**src/rtl/alu16_pkg.sv**
```systemverilog
package alu16_pkg;
    parameter int DATA_W  = 16;
    parameter int OP_W    = 3;
    parameter int SHAMT_W = 2;

    typedef enum logic [OP_W-1:0] {
        OP_ADD  = 3'b000,
        OP_PASS = 3'b001,
        OP_OR   = 3'b010,
        OP_SUB  = 3'b011,
        OP_SHL  = 3'b100,
        OP_MUL  = 3'b101,
        OP_AND  = 3'b110,
        OP_ZERO = 3'b111
    } op_e;
endpackage

```
**src/rtl/alu16_addsub.sv**
```systemverilog
module alu16_addsub #(
    parameter int W = 16
) (
    input  logic [W-1:0] x,
    input  logic [W-1:0] y,
    input  logic         sub,
    output logic [W-1:0] sum,
    output logic         cout
);
    logic [W:0]   chain;
    logic [W-1:0] y_eff;

    assign chain[0] = sub;
    assign y_eff    = sub ? ~y : y;

    for (genvar i = 0; i < W; i++) begin : g_slice
        assign sum[i]     = x[i] ^ y_eff[i] ^ chain[i];
        assign chain[i+1] = (x[i] & y_eff[i]) | (chain[i] & (x[i] ^ y_eff[i]));
    end

    assign cout = chain[W];
endmodule

```
**src/rtl/alu16_shl.sv**
```systemverilog
module alu16_shl #(
    parameter int W     = 16,
    parameter int AMT_W = 2
) (
    input  logic [W-1:0]     din,
    input  logic [AMT_W-1:0] amt,
    output logic [W-1:0]     dout
);
    logic [W-1:0] stage [0:AMT_W];

    assign stage[0] = din;

    for (genvar s = 0; s < AMT_W; s++) begin : g_stage
        localparam int STEP = 1 << s;
        assign stage[s+1] = amt[s] ? (stage[s] << STEP) : stage[s];
    end

    assign dout = stage[AMT_W];
endmodule

```
**src/rtl/alu16_mul.sv**
```systemverilog
module alu16_mul #(
    parameter int W = 16
) (
    input  logic [W-1:0] x,
    input  logic [W-1:0] y,
    output logic [W-1:0] prod_lo
);
    logic [W-1:0] acc [0:W];

    assign acc[0] = '0;

    for (genvar r = 0; r < W; r++) begin : g_row
        logic [W-1:0] part;
        assign part       = y[r] ? (x << r) : '0;
        assign acc[r+1]   = acc[r] + part;
    end

    assign prod_lo = acc[W];
endmodule

```
**src/rtl/alu16_reg.sv**
```systemverilog
module alu16_reg
    import alu16_pkg::*;
#(
    parameter int W = DATA_W
) (
    input  logic            clk,
    input  logic            rst,
    input  logic [W-1:0]    opnd_a,
    input  logic [W-1:0]    opnd_b,
    input  logic [OP_W-1:0] func_sel,
    output logic [W-1:0]    result,
    output logic            carry_out
);
    logic [W-1:0] a_q;
    logic [W-1:0] b_q;
    op_e          op_q;

    logic [W-1:0] as_sum;
    logic         as_cout;
    logic [W-1:0] shl_out;
    logic [W-1:0] mul_out;
    logic [W-1:0] res_d;
    logic         cy_d;

    // Input capture register
    always_ff @(posedge clk) begin
        if (rst) begin
            a_q  <= '0;
            b_q  <= '0;
            op_q <= OP_ADD;
        end else begin
            a_q  <= opnd_a;
            b_q  <= opnd_b;
            op_q <= op_e'(func_sel);
        end
    end

    alu16_addsub #(.W(W)) u_addsub (
        .x    (a_q),
        .y    (b_q),
        .sub  (op_q == OP_SUB),
        .sum  (as_sum),
        .cout (as_cout)
    );

    alu16_shl #(.W(W), .AMT_W(SHAMT_W)) u_shl (
        .din  (a_q),
        .amt  (b_q[SHAMT_W-1:0]),
        .dout (shl_out)
    );

    alu16_mul #(.W(W)) u_mul (
        .x       (a_q),
        .y       (b_q),
        .prod_lo (mul_out)
    );

    // Function select
    always_comb begin
        res_d = '0;
        cy_d  = 1'b0;
        unique case (op_q)
            OP_ADD:  begin res_d = as_sum; cy_d = as_cout; end
            OP_SUB:  begin res_d = as_sum; cy_d = as_cout; end
            OP_PASS: res_d = a_q;
            OP_OR:   res_d = a_q | b_q;
            OP_AND:  res_d = a_q & b_q;
            OP_SHL:  res_d = shl_out;
            OP_MUL:  res_d = mul_out;
            OP_ZERO: res_d = '0;
        endcase
    end

    // Output register
    always_ff @(posedge clk) begin
        if (rst) begin
            result    <= '0;
            carry_out <= 1'b0;
        end else begin
            result    <= res_d;
            carry_out <= cy_d;
        end
    end

    a_r1_reset_clears: assert property (@(posedge clk)
        rst |=> (result == '0 && !carry_out));

    a_r10_carry_only_arith: assert property (@(posedge clk) disable iff (rst)
        carry_out |-> ($past(op_q) == OP_ADD || $past(op_q) == OP_SUB));

    a_r9_zero_code: assert property (@(posedge clk) disable iff (rst)
        (!$past(rst) && $past(op_q) == OP_ZERO) |-> (result == '0 && !carry_out));

    a_r3_pass_a: assert property (@(posedge clk) disable iff (rst)
        (!$past(rst) && $past(op_q) == OP_PASS) |-> (result == $past(a_q)));

    a_r5_equal_sub: assert property (@(posedge clk) disable iff (rst)
        (!$past(rst) && $past(op_q) == OP_SUB && $past(a_q) == $past(b_q))
            |-> (result == '0 && carry_out));
endmodule

```
**config.mk**
```make
export PLATFORM = sky130hd
export DESIGN_NAME = alu16_reg
export DESIGN_NICKNAME = d
export VERILOG_FILES = /design/src/rtl/alu16_pkg.sv /design/src/rtl/alu16_addsub.sv /design/src/rtl/alu16_shl.sv /design/src/rtl/alu16_mul.sv /design/src/rtl/alu16_reg.sv
export SDC_FILE = /design/constraint.sdc
export NUM_CORES = 1
export LEC_CHECK = 0
export ABC_CLOCK_PERIOD_IN_PS = 15100
export CORE_MARGIN = 5
export CORE_UTILIZATION = 63
export DETAILED_ROUTE_END_ITERATION = 10
export PLACE_DENSITY = 0.85
export SYNTH_ARGS = -nofsm -noshare
export SYNTH_HDL_FRONTEND = slang
export SYNTH_HIERARCHICAL = 1
export SYNTH_SLANG_ARGS = --single-unit
export TNS_END_PERCENT = 10
```
**constraint.sdc**
```tcl
create_clock -name clk -period 15.1 [get_ports clk]
set_input_delay 1.51 -clock clk [delete_from_list [all_inputs] [get_ports clk]]
set_output_delay 1.51 -clock clk [all_outputs]
set_load 0.05 [all_outputs]
```
==> results.json <==
{
  "fin_worst_skew_ns": 0.01829,
  "grt.total_usage": 0.2667,
  "cts.htree.levels": 2,
  "synth_top_family_by_area": "adder cells",
  "route.detailed.drc": 0,
  "grt_overflow_total": 0,
  "tritoncts": "done",
  "clk_latency_ns": 0.33,
  "syn-cell-area_um2": 6980,
  "ys_warn_count": 6,
  "vias": 5332,
  "antenna_cells": 0,
  "grt_pass1_wl_um": 27790,
  "syn-num-nets": 944,
  "synth-compound-area-share": 0.08711,
  "nets": 968,
  "wl_met3_um": 1454,
  "grt_max_degree": 53,
  "wl_per_cell_um": 18.26,
  "pwr_density_cell_nw_per_um2": 65.87,
  "p_clk_frac": 0.174,
  "drtIter0Drc": 479,
  "cts.sinks": 52,
  "ant_nets": 0,
  "grt_pass1_vias": 5697,
  "layout-drive-gt1-share": 0.04792,
  "muxShareOfSynthArea": 0.04463,
  "top_layer_used": "met4",
  "rsz0062_at_grt": "false",
  "firstDrtPassIters": 5,
  "fin_crit_sh": 0.6126,
  "combPwrFrac": 0.490,
  "post-route-util": 0.6976,
  "holdCritPathClass": "flip-flop to flip-flop",
  "clkTransAtPathRegs_ns": 0.10,
  "syn2layout_area_growth_pct": 8.335,
  "synthArstFlopShare": 0,
  "drv_cap": 0,
  "fin_setup_tns_ns": 0,
  "synthSimpleGateAreaFrac": 0.1608,
  "synth_edf_count": 0,
  "post_cts_buffers": 0,
  "die_w_um": 115.3,
  "crit_type": "flip-flop to flip-flop",
  "cp.arrival_ns": 9.41,
  "hold_violations": 0,
  "place.detailed.instances": 925,
  "antenna_found_initial": 0,
  "ys_seq_area_frac": 0.1491,
  "finalSetupViolations": 0,
  "clock_path_buffers": 2,
  "io_pins": 54,
  "syn-instance-count": 768,
  "slew_headroom": 0.2225,
  "p_leak_nw": 3.544,
  "gp_congestion": 0.8726,
  "core_area_um2": 10840,
  "worstMarginPinSlew_ns": 1.164,
  "cts_buffers": 5,
  "port_buffers": 53,
  "status": "finished clean",
  "vias_per_cell": 5.715,
  "period_needed_ns": 9.251,
  "p_int_mw": 0.2907,
  "synth_cell_types": 45,
  "cts_resized": 0,
  "required_ns": 15.26,
  "floorplan.die_area_um2": 13280,
  "die_y_um": 115.3,
  "dp_hpwl_um": 12260,
  "layout.cells.non_filler": 933,
  "slew_viol_final": 0,
  "syn_avg_cell_area_um2": 9.089,
  "totalPowerFinal_mw": 0.4981,
  "routed_wl_um": 17040,
  "start_util": 0.6439,
  "cp_max_fo": 24,
  "fp-row-count": 38,
  "max_freq_mhz": 108.1,
  "switching_share": 0.4165,
  "synth_xor_area_frac": 0.06704,
  "cp-start-kind": "flip-flop",
  "ys_ff_latch": 52,
  "synth-main-ff-cell": "dfxtp_1",
  "p_sw_mw": 0.2075,
  "wl_met2_um": 8644,
  "endpoint_kind": "flip-flop",
  "synthAdderAreaFrac": 0.3782,
  "ctsHoldBuffers": 0,
  "ir_drop_v": 0.00005312,
  "pwr-share-seq": 0.336,
  "root_buffer": "clkbuf_8",
  "wl_met1_um": 6410
}
area by class of cell:
| type | instances | area (um2) |
|---|---|---|
| multi-input combinational | 533 | 5150 |
| fill | 843 | 3278 |
| sequential | 52 | 1041 |
| timing repair buffer | 59 | 570.5 |
| inverter | 141 | 529.3 |
| tap | 140 | 175.2 |
| clock buffer | 5 | 68.82 |
| clock inverter | 3 | 27.53 |
kinds of logic (layout without fill, tap and decap cells):
family                     Yosys count  after routing
and+or+nand+nor                    220            220
buffers and inverters              183            208
adders and majority gates          154            154
AOI/OAI and AO/OA                   77             77
DFF                                 52             52
xor gates and xnor gates            51             51
muxes                               31             31
critical path: stages (launching register included):
cell and delay [ns]:
dfxtp_1 0.87, nor2b_1 1.00, and2_1 0.82, mux2_2 0.32, fa_1 0.16, inv_1 0.05
fa_1 0.38, fa_1 0.40, fa_1 0.40, fa_1 0.40, fa_1 0.40, fa_1 0.41
fa_1 0.41, fa_1 0.39, fa_1 0.38, fa_1 0.41, fa_1 0.40, fa_1 0.43
fa_1 0.39, inv_1 0.08, fa_1 0.41, nor2_1 0.12, a211oi_1 0.06
cell usage after synthesis (all sizes together) (2+ instances only):
cell	number	area share
a211oi	16	0.022
nor2	34	0.019
ha	40	0.072
xnor2	40	0.051
nor2b	39	0.035
xor2	10	0.013
and2	67	0.060
a2bb2oi	2	0.0025
buf	20	0.025
clkinv	6	0.0032
fa	99	0.28
dfxtp	52	0.15
a211o	15	0.019
maj3	15	0.023
a21o	17	0.018
o21ai	4	0.0029
mux2i	30	0.043
a22oi	15	0.016
nand2	72	0.039
inv	135	0.073
clkbuf	22	0.012
nor3b	2	0.0022
a21oi	5	0.0036
path summary, 6_finish.rpt:
path                                          from               endpoint  slack [ns]  depth (start not counted)
worst min-delay path            a_q[15]$_SDFF_PP0_  result[15]$_SDFF_PP0_        0.72                          2
worst max-delay path            op_q[1]$_SDFF_PP0_  result[15]$_SDFF_PP0_        5.85                         22
worst min register to register  a_q[15]$_SDFF_PP0_  result[15]$_SDFF_PP0_        0.72                          2
worst max register to register  op_q[1]$_SDFF_PP0_  result[15]$_SDFF_PP0_        5.85                         22
per-stage QoR:
stage | setup WS [ns] | area [um2] | hold slack (ns)
final | 5.849 | 7562 | 0.7188
after global routing | 5.459 | 7562 | 0.8080
after CTS | 5.975 | 7562 | 0.7332
after detailed placement | 5.992 | 7466 | 0.7124
after global placement | 6.353 | 7466 | 0.6892
after floorplan | 7.837 | 6980 | 0.6149
layer usage:
metal / track usage / up-vias
li1: - / 2402
met1: 0.3321 / 2602
met2: 0.4622 / 279
met3: 0.05316 / 49
met4: 0.09233 / 0
met5: 0 / -
power by group through the flow:
stage	clock network, mW	logic, mW	registers, mW
floorplan	0	0.168	0.177
global placement	0	0.233	0.169
detailed placement	0	0.243	0.170
CTS	0.0873	0.244	0.167
global route	0.0922	0.270	0.169
finish	0.0864	0.244	0.168
cell usage in the layout, fill, tap and decap left out, types with 2 or more instances in the layout:
cell,instances
clkdlybuf4s50_1,52
maj3_2,6
buf_4,6
nor2b_1,39
o21ai_0,3
fa_1,99
mux2i_1,30
dfxtp_1,52
and2_1,67
clkbuf_8,5
nor2_1,33
a211oi_1,10
ha_1,40
maj3_1,9
xnor2_1,39
a211oi_2,6
a211o_1,15
nand2_2,2
inv_2,6
nor3b_1,2
clkinv_1,6
nand2_1,70
a21oi_1,5
a2bb2oi_1,2
a22oi_1,15
a21o_1,17
inv_1,129
xor2_1,10
state kept, by name, summed over array words and instances, names as in the netlist:
register   cells
carry_out      1
b_q           16
op_q           3
a_q           16
result        16
(Power assumes the default switching activity.)
